## src/rtl/gpio_pkg.sv

```systemverilog
package gpio_pkg;
    localparam int unsigned ADDR_W = 5;
    localparam logic [ADDR_W-1:0] OFS_DIR  = 5'h00;
    localparam logic [ADDR_W-1:0] OFS_MASK = 5'h10;
    localparam logic [ADDR_W-1:0] OFS_PIN  = 5'h14;
    localparam logic [ADDR_W-1:0] OFS_SET  = 5'h18;
    localparam logic [ADDR_W-1:0] OFS_CLR  = 5'h1C;

    typedef enum logic [1:0] {
        OP_NONE  = 2'd0,
        OP_LOAD  = 2'd1,
        OP_SET   = 2'd2,
        OP_CLEAR = 2'd3
    } latch_op_e;
endpackage

```

## src/rtl/gpio_pin_sync.sv

```systemverilog
module gpio_pin_sync #(
    parameter int unsigned W = 32
) (
    input  logic         clk,
    input  logic         rst_n,
    input  logic [W-1:0] d,
    output logic [W-1:0] q
);
    logic [W-1:0] stage1;

    always_ff @(posedge clk or negedge rst_n) begin
        if (!rst_n) begin
            stage1 <= '0;
            q      <= '0;
        end else begin
            stage1 <= d;
            q      <= stage1;
        end
    end
endmodule

```

## src/rtl/gpio_lane_reg.sv

```systemverilog
module gpio_lane_reg #(
    parameter int unsigned W = 32
) (
    input  logic         clk,
    input  logic         rst_n,
    input  logic         we,
    input  logic [W-1:0] lane_bits,
    input  logic [W-1:0] wdata,
    output logic [W-1:0] q
);
    always_ff @(posedge clk or negedge rst_n) begin
        if (!rst_n)  q <= '0;
        else if (we) q <= (q & ~lane_bits) | (wdata & lane_bits);
    end

    // with no write strobe the register holds its value
    p_idle_hold_r9: assert property (@(posedge clk) disable iff (!rst_n)
        !we |=> $stable(q));
endmodule

```

## src/rtl/gpio_out_latch.sv

```systemverilog
module gpio_out_latch
    import gpio_pkg::*;
#(
    parameter int unsigned W = 32
) (
    input  logic         clk,
    input  logic         rst_n,
    input  latch_op_e    op,
    input  logic [W-1:0] lane_bits,
    input  logic [W-1:0] mask,
    input  logic [W-1:0] wdata,
    output logic [W-1:0] q
);
    logic [W-1:0] open_bits;
    logic [W-1:0] nxt;

    assign open_bits = lane_bits & ~mask;

    always_comb begin
        nxt = q;
        unique case (op)
            OP_NONE:  nxt = q;
            OP_LOAD:  nxt = (q & ~open_bits) | (wdata & open_bits);
            OP_SET:   nxt = q | (wdata & open_bits);
            OP_CLEAR: nxt = q & ~(wdata & open_bits);
            default:  nxt = q;
        endcase
    end

    always_ff @(posedge clk or negedge rst_n) begin
        if (!rst_n) q <= '0;
        else        q <= nxt;
    end

    p_masked_hold_r6: assert property (@(posedge clk) disable iff (!rst_n)
        1'b1 |=> (((q ^ $past(q)) & $past(mask)) == '0));
    p_set_only_raises_r3: assert property (@(posedge clk) disable iff (!rst_n)
        (op == OP_SET) |=> (($past(q) & ~q) == '0));
    p_clear_only_lowers_r4: assert property (@(posedge clk) disable iff (!rst_n)
        (op == OP_CLEAR) |=> ((~$past(q) & q) == '0));
endmodule

```

## src/rtl/gpio_fast_port.sv

```systemverilog
module gpio_fast_port
    import gpio_pkg::*;
#(
    parameter int unsigned W = 32
) (
    input  logic              clk,
    input  logic              rst_n,
    input  logic [ADDR_W-1:0] bus_addr,
    input  logic              bus_wen,
    input  logic [W/8-1:0]    bus_be,
    input  logic [W-1:0]      bus_wdata,
    output logic [W-1:0]      bus_rdata,
    input  logic [W-1:0]      pin_in,
    output logic [W-1:0]      pin_out,
    output logic [W-1:0]      pin_oe
);
    localparam int unsigned LANES = W / 8;

    logic [W-1:0] lane_bits;
    logic [W-1:0] dir_q, mask_q, latch_q, pin_sync;
    latch_op_e    op;
    logic         hit_dir, hit_mask, hit_pin, hit_set, hit_clr;

    for (genvar g = 0; g < LANES; g++) begin : g_lane
        assign lane_bits[g*8 +: 8] = {8{bus_be[g]}};
    end

    assign hit_dir  = (bus_addr == OFS_DIR);
    assign hit_mask = (bus_addr == OFS_MASK);
    assign hit_pin  = (bus_addr == OFS_PIN);
    assign hit_set  = (bus_addr == OFS_SET);
    assign hit_clr  = (bus_addr == OFS_CLR);

    always_comb begin
        op = OP_NONE;
        if (bus_wen) begin
            if (hit_pin)      op = OP_LOAD;
            else if (hit_set) op = OP_SET;
            else if (hit_clr) op = OP_CLEAR;
        end
    end

    gpio_lane_reg #(.W(W)) u_dir (
        .clk(clk), .rst_n(rst_n), .we(bus_wen && hit_dir),
        .lane_bits(lane_bits), .wdata(bus_wdata), .q(dir_q)
    );

    gpio_lane_reg #(.W(W)) u_mask (
        .clk(clk), .rst_n(rst_n), .we(bus_wen && hit_mask),
        .lane_bits(lane_bits), .wdata(bus_wdata), .q(mask_q)
    );

    gpio_out_latch #(.W(W)) u_latch (
        .clk(clk), .rst_n(rst_n), .op(op), .lane_bits(lane_bits),
        .mask(mask_q), .wdata(bus_wdata), .q(latch_q)
    );

    gpio_pin_sync #(.W(W)) u_sync (
        .clk(clk), .rst_n(rst_n), .d(pin_in), .q(pin_sync)
    );

    always_comb begin
        bus_rdata = '0;
        if (hit_dir)       bus_rdata = dir_q;
        else if (hit_mask) bus_rdata = mask_q;
        else if (hit_pin)  bus_rdata = pin_sync & ~mask_q;
        else if (hit_set)  bus_rdata = latch_q & ~mask_q;
    end

    assign pin_out = latch_q;
    assign pin_oe  = dir_q;

    p_unmapped_quiet_r10: assert property (@(posedge clk) disable iff (!rst_n)
        (bus_wen && !(hit_dir || hit_mask || hit_pin || hit_set || hit_clr))
        |=> ($stable(pin_out) && $stable(pin_oe)));
endmodule

```

## config.mk

```make
export PLATFORM = sky130hd
export DESIGN_NAME = gpio_fast_port
export DESIGN_NICKNAME = d
export VERILOG_FILES = /design/src/rtl/gpio_pkg.sv /design/src/rtl/gpio_pin_sync.sv /design/src/rtl/gpio_lane_reg.sv /design/src/rtl/gpio_out_latch.sv /design/src/rtl/gpio_fast_port.sv
export SDC_FILE = /design/constraint.sdc
export NUM_CORES = 1
export LEC_CHECK = 0
export ABC_AREA = 1
export BUFFER_PORTS_ARGS = -buffer_cell sky130_fd_sc_hd__buf_2
export CAP_MARGIN = 10
export CORE_ASPECT_RATIO = 1.25
export CORE_MARGIN = 4
export CORE_UTILIZATION = 59
export CTS_CLUSTER_DIAMETER = 40
export CTS_CLUSTER_SIZE = 40
export DETAILED_ROUTE_END_ITERATION = 8
export GPL_TIMING_DRIVEN = 0
export PLACE_DENSITY = 0.89
export SYNTH_ARGS = -nofsm -noshare
export SYNTH_HDL_FRONTEND = slang
export SYNTH_HIERARCHICAL = 1
export SYNTH_SLANG_ARGS = --single-unit
```

## constraint.sdc

```tcl
create_clock -name clk -period 2.1 [get_ports clk]
set_input_delay 0.42 -clock clk [delete_from_list [all_inputs] [get_ports clk]]
set_output_delay 0.42 -clock clk [all_outputs]
set_load 0.01 [all_outputs]
```

-- Word-level counts from Yosys, hierarchy flattened
Index checks and enable logic that the tools add are counted.
- bitwise operators: 17
- mux-type cells: 9
- eq/ne operators: 7
- reduce and logical (&&, ||, !) cells: 4
- operator list (operator ; count):
    bitwise AND 32 bit ; 9
    two-way mux 32 bit ; 4
    inverter 32 bit ; 4
    OR 32 bit ; 4
    case mux 32 bit (3 select lines) ; 1
    equality test 5 bit, second input constant ; 4
    two-way mux 2 bit ; 4
    zero test 5 bit ; 1
    equality test 2 bit, second input constant ; 2
    equality test 2 x 1 -> 1 bit, second input constant ; 1
    logical AND 1 bit ; 2
    zero test 2 bit ; 1
- output and inout port bits: 96
- input bits: 76
- bits in registers: 160

-- Longest topological paths before layout
Gate-level depths: netlist of the first run.
- depth in word-level cells: 7
- depth in mapped cells: 11

-- By module
Netlist of the first run, hierarchy kept.
- by module, submodules not included (module ; seq. area each (µm²) ; area an instance (µm²) ; instances ; cells an instance):
    gpio_lane_reg ; 800.8 ; 1400.1 ; 2 ; 167
    gpio_out_latch ; 800.8 ; 2427.3 ; 1 ; 435
    gpio_fast_port ; 0.0 ; 1790.5 ; 1 ; 378
    gpio_pin_sync ; 1601.5 ; 1601.5 ; 1 ; 64

-- Worst setup path after synthesis of the first run
OpenSTA, ideal clock, no wires.
- kind: input to register
- start: input bus_addr[1]
- end: register u_latch.q[0]
- library setup time: 0.117 ns
- stages on the path: 10
- buffers on the path: 2
- slack: 0.277 ns
- data arrival time: 1.706 ns
- path through: nor2_4 > buf_4 > inv_2 > nor3_1 > nand2_1 > inv_2 > buf_6 > nor2_1 > nand2_1 > nand2_1
- cells in the longest elaborated chain, start to end: 7
- elaborated cells on any way between the ends: 12
- RTL lines (element ; RTL line ; source):
    from (decl) ; gpio_fast_port.sv:8 ; input logic [ADDR_W-1:0] bus_addr,
    equality test 5 bit ; gpio_fast_port.sv:32 ; assign hit_clr = (bus_addr == OFS_CLR);
    two-way mux 2 bit ; gpio_fast_port.sv:39 ; else if (hit_clr) op = OP_CLEAR;
    two-way mux 2 bit ; gpio_fast_port.sv:38 ; else if (hit_set) op = OP_SET;
    two-way mux 2 bit * ; gpio_fast_port.sv:37 ; if (hit_pin) op = OP_LOAD;
    two-way mux 2 bit * ; gpio_fast_port.sv:36 ; if (bus_wen) begin
    named net op[0] ; gpio_fast_port.sv:21 ; latch_op_e op;
    equality test 2 bit or equality test 2 x 1 -> 1 bit (tied branches) ; gpio_out_latch.sv:21 ; unique case (op)
    case mux 32 bit (3 select lines) ; gpio_out_latch.sv:21 ;
    to (signal assigned) ; gpio_out_latch.sv:32 ; else q <= nxt;
    to (decl) ; gpio_out_latch.sv:12 ; output logic [W-1:0] q
Mark *: on every way through the listed nets, which the timed path passes. The rest lies on a longest branch.
A chain may end at the register's enable or synchronous reset.

-- Worst setup path in the final report of the first run
- start: input bus_addr[3]
- end: output bus_rdata[11]
- cells in the longest elaborated chain, start to end: 5
- elaborated cells on any way between the ends: 8
- RTL lines (element ; RTL line ; source):
    equality test 5 bit ; gpio_fast_port.sv:31 ; assign hit_set = (bus_addr == OFS_SET);
    two-way mux 32 bit ; gpio_fast_port.sv:67 ; else if (hit_set) bus_rdata = latch_q & ~mask_q;
    two-way mux 32 bit ; gpio_fast_port.sv:66 ; else if (hit_pin) bus_rdata = pin_sync & ~mask_q;
    two-way mux 32 bit ; gpio_fast_port.sv:65 ; else if (hit_mask) bus_rdata = mask_q;
    two-way mux 32 bit * ; gpio_fast_port.sv:64 ; if (hit_dir) bus_rdata = dir_q;
    to (decl) ; gpio_fast_port.sv:12 ; output logic [W-1:0] bus_rdata,
Mark *: on every way between the ends. The rest lies on a longest branch, timed or not.

==> flow_summary.yaml, run 1 <==
placed_design:
  routabilityCongestion: 0.9184
  dp_slack_ns: -0.2159
  dp_hpwl_um: 17710
  port-buffer-count: 170
clock_tree:
  cts_buffers: 17
  clk_pin_slew_worst_paths_ns: 0.06
  clk_latency_ns: 0.43
  htree_levels: 4
  cts_buffer_depth: 2
  clock-sinks: 160
  clockRootBuffer: "clkbuf_16"
  cts_tree: "built"
global_routing:
  track_usage_pct: 31.89
  grt_max_degree: 95
  grt_pass1_vias: 8261
  overflow: 0
  antenna_found_initial: 1
  grt_pass1_wl_um: 41240
detailed_routing:
  dr.first_iter.drc_count: 1289
  drc: 0
  drt_first_pass_iters: 7
  routedWlPerCell_um: 16.60
  wirelength_um: 26500
  antenna_left: 0
  via_per_inst: 5.631
  vias: 8987
worst_setup_path:
  cp-start-kind: "input port"
  slowest_stage: "nor2_4"
  crit_arrival_ns: 1.60
  path_class: "in -> out"
  cp.required_ns: 1.68
  crit_buf_inv: 4
  crit_family: "simple AND/OR/NAND/NOR gates"
  path_max_fanout: 10
  cp-end-kind: "output port"
  critPathMaxStageDelay_ns: 0.34
  path_cells: "buf_2, nor2_4, buf_6, nand4_1, nand2_1, inv_1, nand2_1, buf_2"
yosys:
  yosysSeqAreaShare_pct: 46.45
  yosys_register_bits: 160
  ys_types: 17
  avgSynthCellArea_um2: 7.118
  syn_nets: 1287
  yosysWarnings: 6
  synthesis.area_um2: 8620
  postSynthCellCount: 1211
power:
  irDropWorstVdd_v: 0.0005678
  p_leak_nw: 5.785
  powerDensity_nw_per_um2: 815.9
run_status:
  status: "complete, no violations"
sta:
  hold_ws_ns: 0.09531
  slew_viol_final: 0
  worst_pin_slew_ns: 0.8743
  rsz0062_at_grt: "no"
  min_period_over_period_pct: 96.41
  layout_min_cycle_time_ns: 2.025
  finalWorstSetupSlack_ns: 0.07532
  setup_viol: 0
  slew_headroom_pct: 41.71
  finClkSkew_ns: 0.005722
  tns_ns: 0
  hold_viol: 0
  fmax_mhz: 493.9
floorplanning:
  start_util_pct: 60.08
  die_y_um: 143.1
  die_x_um: 116.1
  coreArea_um2: 14350
  num_rows: 49
  io_pins: 172
  fp.dieArea_um2: 16620
final_layout:
  fin_nets: 1481
  final_core_util_pct: 72.42
  area_delta_synth_final_pct: 20.54
  drive_above_1_share_pct: 19.42
  n_fill_cell: 1141
job:
  cap_viol_max_count: 0
min_path:
  holdCritPathClass: "in -> reg"
==> logic make-up (layout without fill, tap and decap cells) <==
family / count (synthesis) / in the layout / share of synthesized area, %
other: 0 / 2 / 0
and+or+nand+nor: 824 / 825 / 40.78
DFF: 160 / 160 / 46.45
buffers and inverters: 227 / 431 / 12.77
==> cells in the final DEF (no fill, tap or decap), drive strengths merged <==
cell type    count
clkinv           4
nand4          100
nor2           186
clkinvlp         2
bufinv           3
diode            2
nor3             3
inv            170
nand2          438
clkbuf          29
buf            222
dlygate4sd3      1
dfrtp          160
nand3           98
==> cell type report <==
cell class	instances	area [um^2]	share of cell area, %
diodes	2	5.005	0.04817
plain buffers	57	473.0	4.552
clock buffers	21	480.5	4.624
clock inverters	9	132.6	1.276
inverters	170	638.1	6.142
multi-input cells	825	3521	33.89
flip-flops and latches	160	4004	38.54
well taps	178	222.7	2.144
repair buffers	174	913.4	8.791
==> stage by stage <==
step                cells  instance area, um^2  power, W
finish               1596                10390  0.008477
global route         1595                10390  0.008859
CTS                  1591                10350  0.008487
detailed placement   1560                 9731  0.005278
global placement     1559                 9693  0.005214
floorplan            1211                 8620  0.004529
==> where the power goes <==
part / total, W / leakage, nW / internal [W] / switching [W]
Clock: 0.00320 / 0.297 / 0.00198 / 0.00122
Sequential: 0.00382 / 2.01 / 0.00345 / 0.000367
Combinational: 0.00145 / 3.48 / 0.000526 / 0.000927
==> cells in the mapped netlist (all sizes together) <==
| master | count | area, um^2 |
|---|---|---|
| nand2 | 438 | 1652 |
| nor2 | 185 | 716.9 |
| inv | 170 | 638.1 |
| dfrtp | 160 | 4004 |
| nand4 | 100 | 625.6 |
| nand3 | 98 | 500.5 |
| buf | 50 | 436.7 |
| clkbuf | 7 | 26.28 |
| nor3 | 3 | 20.02 |
==> final timing paths <==
| kind | start | endpoint | slack, ns | cells after the start |
|---|---|---|---|---|
| max in group asynchronous | rst_n | asynchronous set/reset pin | 0.75 | 3 |
| min in group asynchronous | rst_n | u_sync/q[6] | 0.51 | 2 |
| min reg2reg | u_sync/stage1[15] | u_sync/q[15] | 0.34 | 0 |
| max reg2reg | flip-flop | u_latch/q[4] | 1.18 | 4 |
| max | bus_addr[3] | bus_rdata[11] | 0.08 | 8 |
| min | pin_in[21] | u_sync/stage1[21] | 0.1 | 1 |
==> repair_timing <==
action	CTS	global route
resized for setup	0	10
endpoints found under the setup margin	0	34
hold buffers	1	0
buffers inserted	0	2
endpoints found under the hold margin	66	0
==> layer usage <==
metal	part of all wire [%]	global-route usage [%]	routed length, um
met1	37	39.87	9730
met2	48	51.77	12810
met3	10	7.206	2714
met4	4.7	16.31	1238
met5	0	0	0
Note: power is estimated with default switching activity, not from simulation.
==> inputs of run 2 (changes only) <==
--- a/config.mk
+++ b/config.mk
@@ -10,12 +10,13 @@
 export CAP_MARGIN = 10
 export CORE_ASPECT_RATIO = 1.25
 export CORE_MARGIN = 4
-export CORE_UTILIZATION = 59
+export CORE_UTILIZATION = 56
 export CTS_CLUSTER_DIAMETER = 40
 export CTS_CLUSTER_SIZE = 40
 export DETAILED_ROUTE_END_ITERATION = 8
 export GPL_TIMING_DRIVEN = 0
-export PLACE_DENSITY = 0.89
+export PLACE_DENSITY = 0.85
+export SETUP_SLACK_MARGIN = 0.3
 export SYNTH_ARGS = -nofsm -noshare
 export SYNTH_HDL_FRONTEND = slang
 export SYNTH_HIERARCHICAL = 1
==> constraint.sdc (replaced) <==
create_clock -name clk -period 2 [get_ports clk]
set_input_delay 0.4 -clock clk [delete_from_list [all_inputs] [get_ports clk]]
set_output_delay 0.4 -clock clk [all_outputs]
set_load 0.01 [all_outputs]
==> flow_summary.yaml, run 2 (synthesis results as in run 1) <==
run_status:
  status: "complete, no violations"
clock_tree:
  clk_pin_slew_worst_paths_ns: 0.06
  cts_buffer_depth: 2
  clock-sinks: 160
  htree_levels: 4
  clockRootBuffer: "clkbuf_16"
  clk_latency_ns: 0.43
  cts_buffers: 17
  cts_tree: "built"
global_routing:
  grt_max_degree: 84
  antenna_found_initial: 2
  overflow: 0
  grt_pass1_vias: 8655
  track_usage_pct: 31.42
  grt_pass1_wl_um: 43330
worst_setup_path:
  cp-start-kind: "input port"
  crit_buf_inv: 4
  critPathMaxStageDelay_ns: 0.18
  cp-end-kind: "output port"
  path_class: "in -> out"
  path_cells: "buf_2, nor2_4, buf_12, nand3_2, buf_6, nor2_1, nor2_1, nand2_1, buf_2"
  path_max_fanout: 10
  slowest_stage: "buf_6"
  crit_family: "buffers and inverters"
  cp.required_ns: 1.60
  crit_arrival_ns: 1.46
power:
  comb_power_share_pct: 18.4
  power_w: 0.009132
  p_sw_w: 0.002838
  clkPwrFrac_pct: 37.6
  p_leak_nw: 5.975
  pwr-share-seq_pct: 44.0
  p_int_w: 0.006295
  irDropWorstVdd_v: 0.0006213
  powerDensity_nw_per_um2: 840.7
  switching_share_pct: 31.07
detailed_routing:
  drc: 0
  drt_first_pass_iters: 7
  via_per_inst: 5.649
  dr.first_iter.drc_count: 1142
  vias: 9179
  wirelength_um: 28420
  antenna_left: 0
  routedWlPerCell_um: 17.49
job:
  cap_viol_max_count: 0
placed_design:
  routabilityCongestion: 0.9420
  dp_hpwl_um: 17860
  port-buffer-count: 170
min_path:
  holdCritPathClass: "in -> reg"
floorplanning:
  start_util_pct: 57.41
  io_pins: 172
  coreArea_um2: 15010
  die_x_um: 119.0
  num_rows: 50
  fp.dieArea_um2: 17450
  die_y_um: 146.7
sta:
  hold_viol: 0
  slew_viol_final: 0
  slew_headroom_pct: 40.77
  tns_ns: 0
  setup_viol: 0
  rsz0062_at_grt: "yes"
  min_period_over_period_pct: 93.20
  hold_ws_ns: 0.06925
  fmax_mhz: 536.5
  layout_min_cycle_time_ns: 1.864
  worst_pin_slew_ns: 0.8884
  finClkSkew_ns: 0.006820
final_layout:
  fin_nets: 1505
  area_delta_synth_final_pct: 26.03
  final_cell_mix: "435 x nand2_1, 176 x buf_2, 175 x nor2_1, 161 x inv_1, 154 x dfrtp_1"
  layout_commonest_cell: "nand2_1"
  drive_above_1_share_pct: 22.05
## run 2: cell count changes in the layout (fill, tap and decap cells not counted), sizes merged
cell	change
inv	+5
diode	-1
clkinvlp	+2
clkinv	-2
clkbuf	-4
nor2	-1
buf	+26
## run 2: worst paths after layout
kind / start / to / slack (ns) / cells after the start
max in group asynchronous: rst_n / asynchronous set/reset pin / 0.64 / 3
setup / recovery: bus_addr[0] / bus_rdata[11] / 0.14 / 9
setup reg to reg: flip-flop / u_latch/q[24] / 0.95 / 6
hold reg to reg: u_sync/stage1[26] / u_sync/q[26] / 0.35 / 0
hold / removal: pin_in[5] / u_sync/stage1[5] / 0.07 / 1
min in group asynchronous: rst_n / u_sync/stage1[2] / 0.54 / 2
## run 2: through the flow
stage	utilization (%)	std cells	cell area (um^2)	setup WS, ns
after detailed placement	64.88	1564	9741	-0.1665
final	72.35	1625	10860	0.1359
after global placement	64.63	1563	9703	-1.910
after global routing	72.35	1625	10860	0.07442
after floorplan	-	1211	8625	0.3538
after CTS	70.88	1610	10640	0.1486
## run 2: what timing repair did
item                                    CTS  global route
pin swaps                                10            13
hold endpoints to repair                 82             0
setup buffers                            11            11
endpoints found under the setup margin   34            97
hold buffers                              1             0
cloned                                    2             3
gates resized for setup                  43            30
## run 2: per-layer routing
metal	global-route usage, %	up-vias	wire, um
met5	0	-	14
met4	18.55	2	1645
met3	6.238	143	2574
met2	53.14	608	13910
met1	37.08	4247	10270
li1	-	4179	-
## run 2: final cells by class
| cell class | instances | area, um^2 |
|---|---|---|
| Inverter | 170 | 640.6 |
| Multi-Input combinational cell | 824 | 3566 |
| Fill cell | 1134 | 4151 |
| Tap cell | 182 | 227.7 |
| Sequential cell | 160 | 4011 |
| Clock buffer | 18 | 439.2 |
| Antenna cell | 1 | 2.502 |
| Timing Repair Buffer | 199 | 1219 |
| Clock inverter | 14 | 180.2 |
| Buffer | 57 | 576.8 |
## run 2: power groups by stage
stage	combinational [W]	sequential, W	clock [W]
2_1_floorplan	0.000691	0.00406	0
5_1_grt	0.00185	0.00406	0.00360
3_3_place_gp	0.00143	0.00405	0
3_5_place_dp	0.00149	0.00406	0
4_1_cts	0.00160	0.00400	0.00345
6_report	0.00168	0.00402	0.00344
## run 2: worst reg2reg max path, delay by kind of cell, from the launching register on
kind,cells,cell delay (ns)
flip-flops,1,0.42
AND/OR/NAND/NOR,4,0.36
buffers and inverters,2,0.21
==> inputs of run 3 (changes only) <==
--- a/config.mk
+++ b/config.mk
@@ -10,13 +10,14 @@
 export CAP_MARGIN = 10
 export CORE_ASPECT_RATIO = 1.25
 export CORE_MARGIN = 4
-export CORE_UTILIZATION = 56
+export CORE_UTILIZATION = 52
 export CTS_CLUSTER_DIAMETER = 40
 export CTS_CLUSTER_SIZE = 40
 export DETAILED_ROUTE_END_ITERATION = 8
 export GPL_TIMING_DRIVEN = 0
-export PLACE_DENSITY = 0.85
+export PLACE_DENSITY = 0.8
 export SETUP_SLACK_MARGIN = 0.3
+export SLEW_MARGIN = 20
 export SYNTH_ARGS = -nofsm -noshare
 export SYNTH_HDL_FRONTEND = slang
 export SYNTH_HIERARCHICAL = 1
==> flow_summary.yaml, run 3 (synthesis results as in run 1) <==
clock_tree:
  clk_latency_ns: 0.43
  clock-sinks: 160
  clk_pin_slew_worst_paths_ns: 0.07
  clockRootBuffer: "clkbuf_16"
  htree_levels: 4
  cts_buffer_depth: 2
  cts_buffers: 17
  cts_tree: "built"
global_routing:
  grt_pass1_vias: 8419
  grt_pass1_wl_um: 42610
  antenna_found_initial: 4
  grt_max_degree: 87
  track_usage_pct: 29.18
  overflow: 0
job:
  cap_viol_max_count: 0
sta:
  layout_min_cycle_time_ns: 1.960
  min_period_over_period_pct: 97.99
  hold_viol: 0
  finClkSkew_ns: 0.006361
  slew_viol_final: 0
  worst_pin_slew_ns: 1.191
  setup_viol: 0
  slew_headroom_pct: 20.59
  hold_ws_ns: 0.06528
  rsz0062_at_grt: "yes"
  fmax_mhz: 510.3
final_layout:
  drive_above_1_share_pct: 28.05
  final_cells: 1669
  fin_area_um2: 11440
  n_fill_cell: 1278
  final_cell_mix: "356 x nand2_1, 175 x nor2_1, 172 x buf_2, 161 x inv_1, 157 x dfrtp_1"
  final_core_util_pct: 70.34
  fin_nets: 1514
  area_delta_synth_final_pct: 32.73
  layout_commonest_cell: "nand2_1"
detailed_routing:
  dr.first_iter.drc_count: 1158
  antenna_left: 0
  wirelength_um: 29110
  routedWlPerCell_um: 17.44
  vias: 9158
  drt_first_pass_iters: 6
  drc: 0
  via_per_inst: 5.487
placed_design:
  port-buffer-count: 170
  place_inst: 1598
  routabilityCongestion: 0.9319
  dp_hpwl_um: 18110
  place_area_um2: 9783
worst_setup_path:
  r2r-end: "u_latch/q[31]"
  cp-end-kind: "output port"
  path_class: "in -> out"
  cp-start-kind: "input port"
  reg2reg_depth: 6
  crit_arrival_ns: 1.56
  path_max_fanout: 5
  rrSetupSlack_ns: 0.96
  cp-startpoint: "bus_addr[1]"
  cp.required_ns: 1.60
min_path:
  min_to: "u_sync/stage1[30]"
  holdCritPathClass: "in -> reg"
  hp-start: "pin_in[30]"
  hold_depth: 1
power:
  p_int_w: 0.006011
  switching_share_pct: 32.74
  p_leak_nw: 6.326
  powerDensity_nw_per_um2: 781.1
  p_sw_w: 0.002925
  clkPwrFrac_pct: 36.1
  power_w: 0.008936
  irDropWorstVdd_v: 0.0006440
  comb_power_share_pct: 18.8
  pwr-share-seq_pct: 45.1
floorplanning:
  die_x_um: 123.2
  coreArea_um2: 16270
  start_util_pct: 52.99
  fp.dieArea_um2: 18710
  num_rows: 52
  io_pins: 172
  die_y_um: 151.9
run_status:
  status: "complete, no violations"
run 3: cell count changes in the layout (fill, tap and decap cells not counted), sizes merged:
cell / delta
buf: -3
clkbuf: +11
clkinv: +1
inv: +2
bufinv: -2
diode: +1
run 3: worst max-delay path by stage:
stage / to / cells past startpoint
global route: bus_rdata[5] / 10
detailed placement: flip-flop / 12
global placement: u_latch/q[27] / 1
finish: bus_rdata[31] / 8
CTS: bus_rdata[5] / 10
floorplan: u_latch/q[0] / 11
run 3: layer usage:
layer / global-route usage (%) / vias up / share of wire [%]
met5: 0 / - / 0.072
met4: 17.57 / 4 / 5.6
met2: 46.45 / 543 / 49
met1: 36.09 / 4280 / 37
li1: - / 4213 / -
met3: 6.025 / 118 / 8.9
run 3: metrics by stage:
step | setup TNS, ns | setup slack, ns
2_1_floorplan | 0 | 0.3538
5_1_grt | 0 | 0.001971
3_3_place_gp | -313.34 | -1.930
3_5_place_dp | -12.80 | -0.1707
4_1_cts | 0 | 0.1011
6_report | 0 | 0.04022
run 3: what timing repair did:
item | in CTS | in global routing
buffers inserted | 14 | 8
hold buffers | 1 | 0
pin swaps | 7 | 68
gates cloned | 5 | 9
endpoints found under the hold margin | 74 | 0
resized for setup | 43 | 150
endpoints found under the setup margin | 50 | 128
run 3: power groups by stage:
stage | combinational [W] | sequential [W] | clock [W]
final | 0.00168 | 0.00403 | 0.00323
after global routing | 0.00186 | 0.00407 | 0.00338
after CTS | 0.00158 | 0.00401 | 0.00324
after detailed placement | 0.00149 | 0.00406 | 0
after global placement | 0.00144 | 0.00405 | 0
after floorplan | 0.000691 | 0.00406 | 0
run 3: worst max-delay path, stage by stage:
cell and delay (ns):
buf_6 0.09, nor2_4 0.24, buf_4 0.17, buf_6 0.12
clkbuf_16 0.14, nand4_1 0.10, nand4_1 0.15, buf_2 0.15
run 3: final cells by class:
| type | instances | area, um^2 | area share [%] |
|---|---|---|---|
| Tap cell | 216 | 270.3 | 2.362 |
| Multi-Input combinational cell | 824 | 3921 | 34.27 |
| Inverter | 170 | 645.6 | 5.643 |
| Clock buffer | 17 | 425.4 | 3.718 |
| Antenna cell | 2 | 5.005 | 0.04374 |
| Timing Repair Buffer | 208 | 1374 | 12.01 |
| Buffer | 57 | 641.9 | 5.610 |
| Sequential cell | 160 | 4008 | 35.03 |
| Clock inverter | 15 | 150.1 | 1.312 |
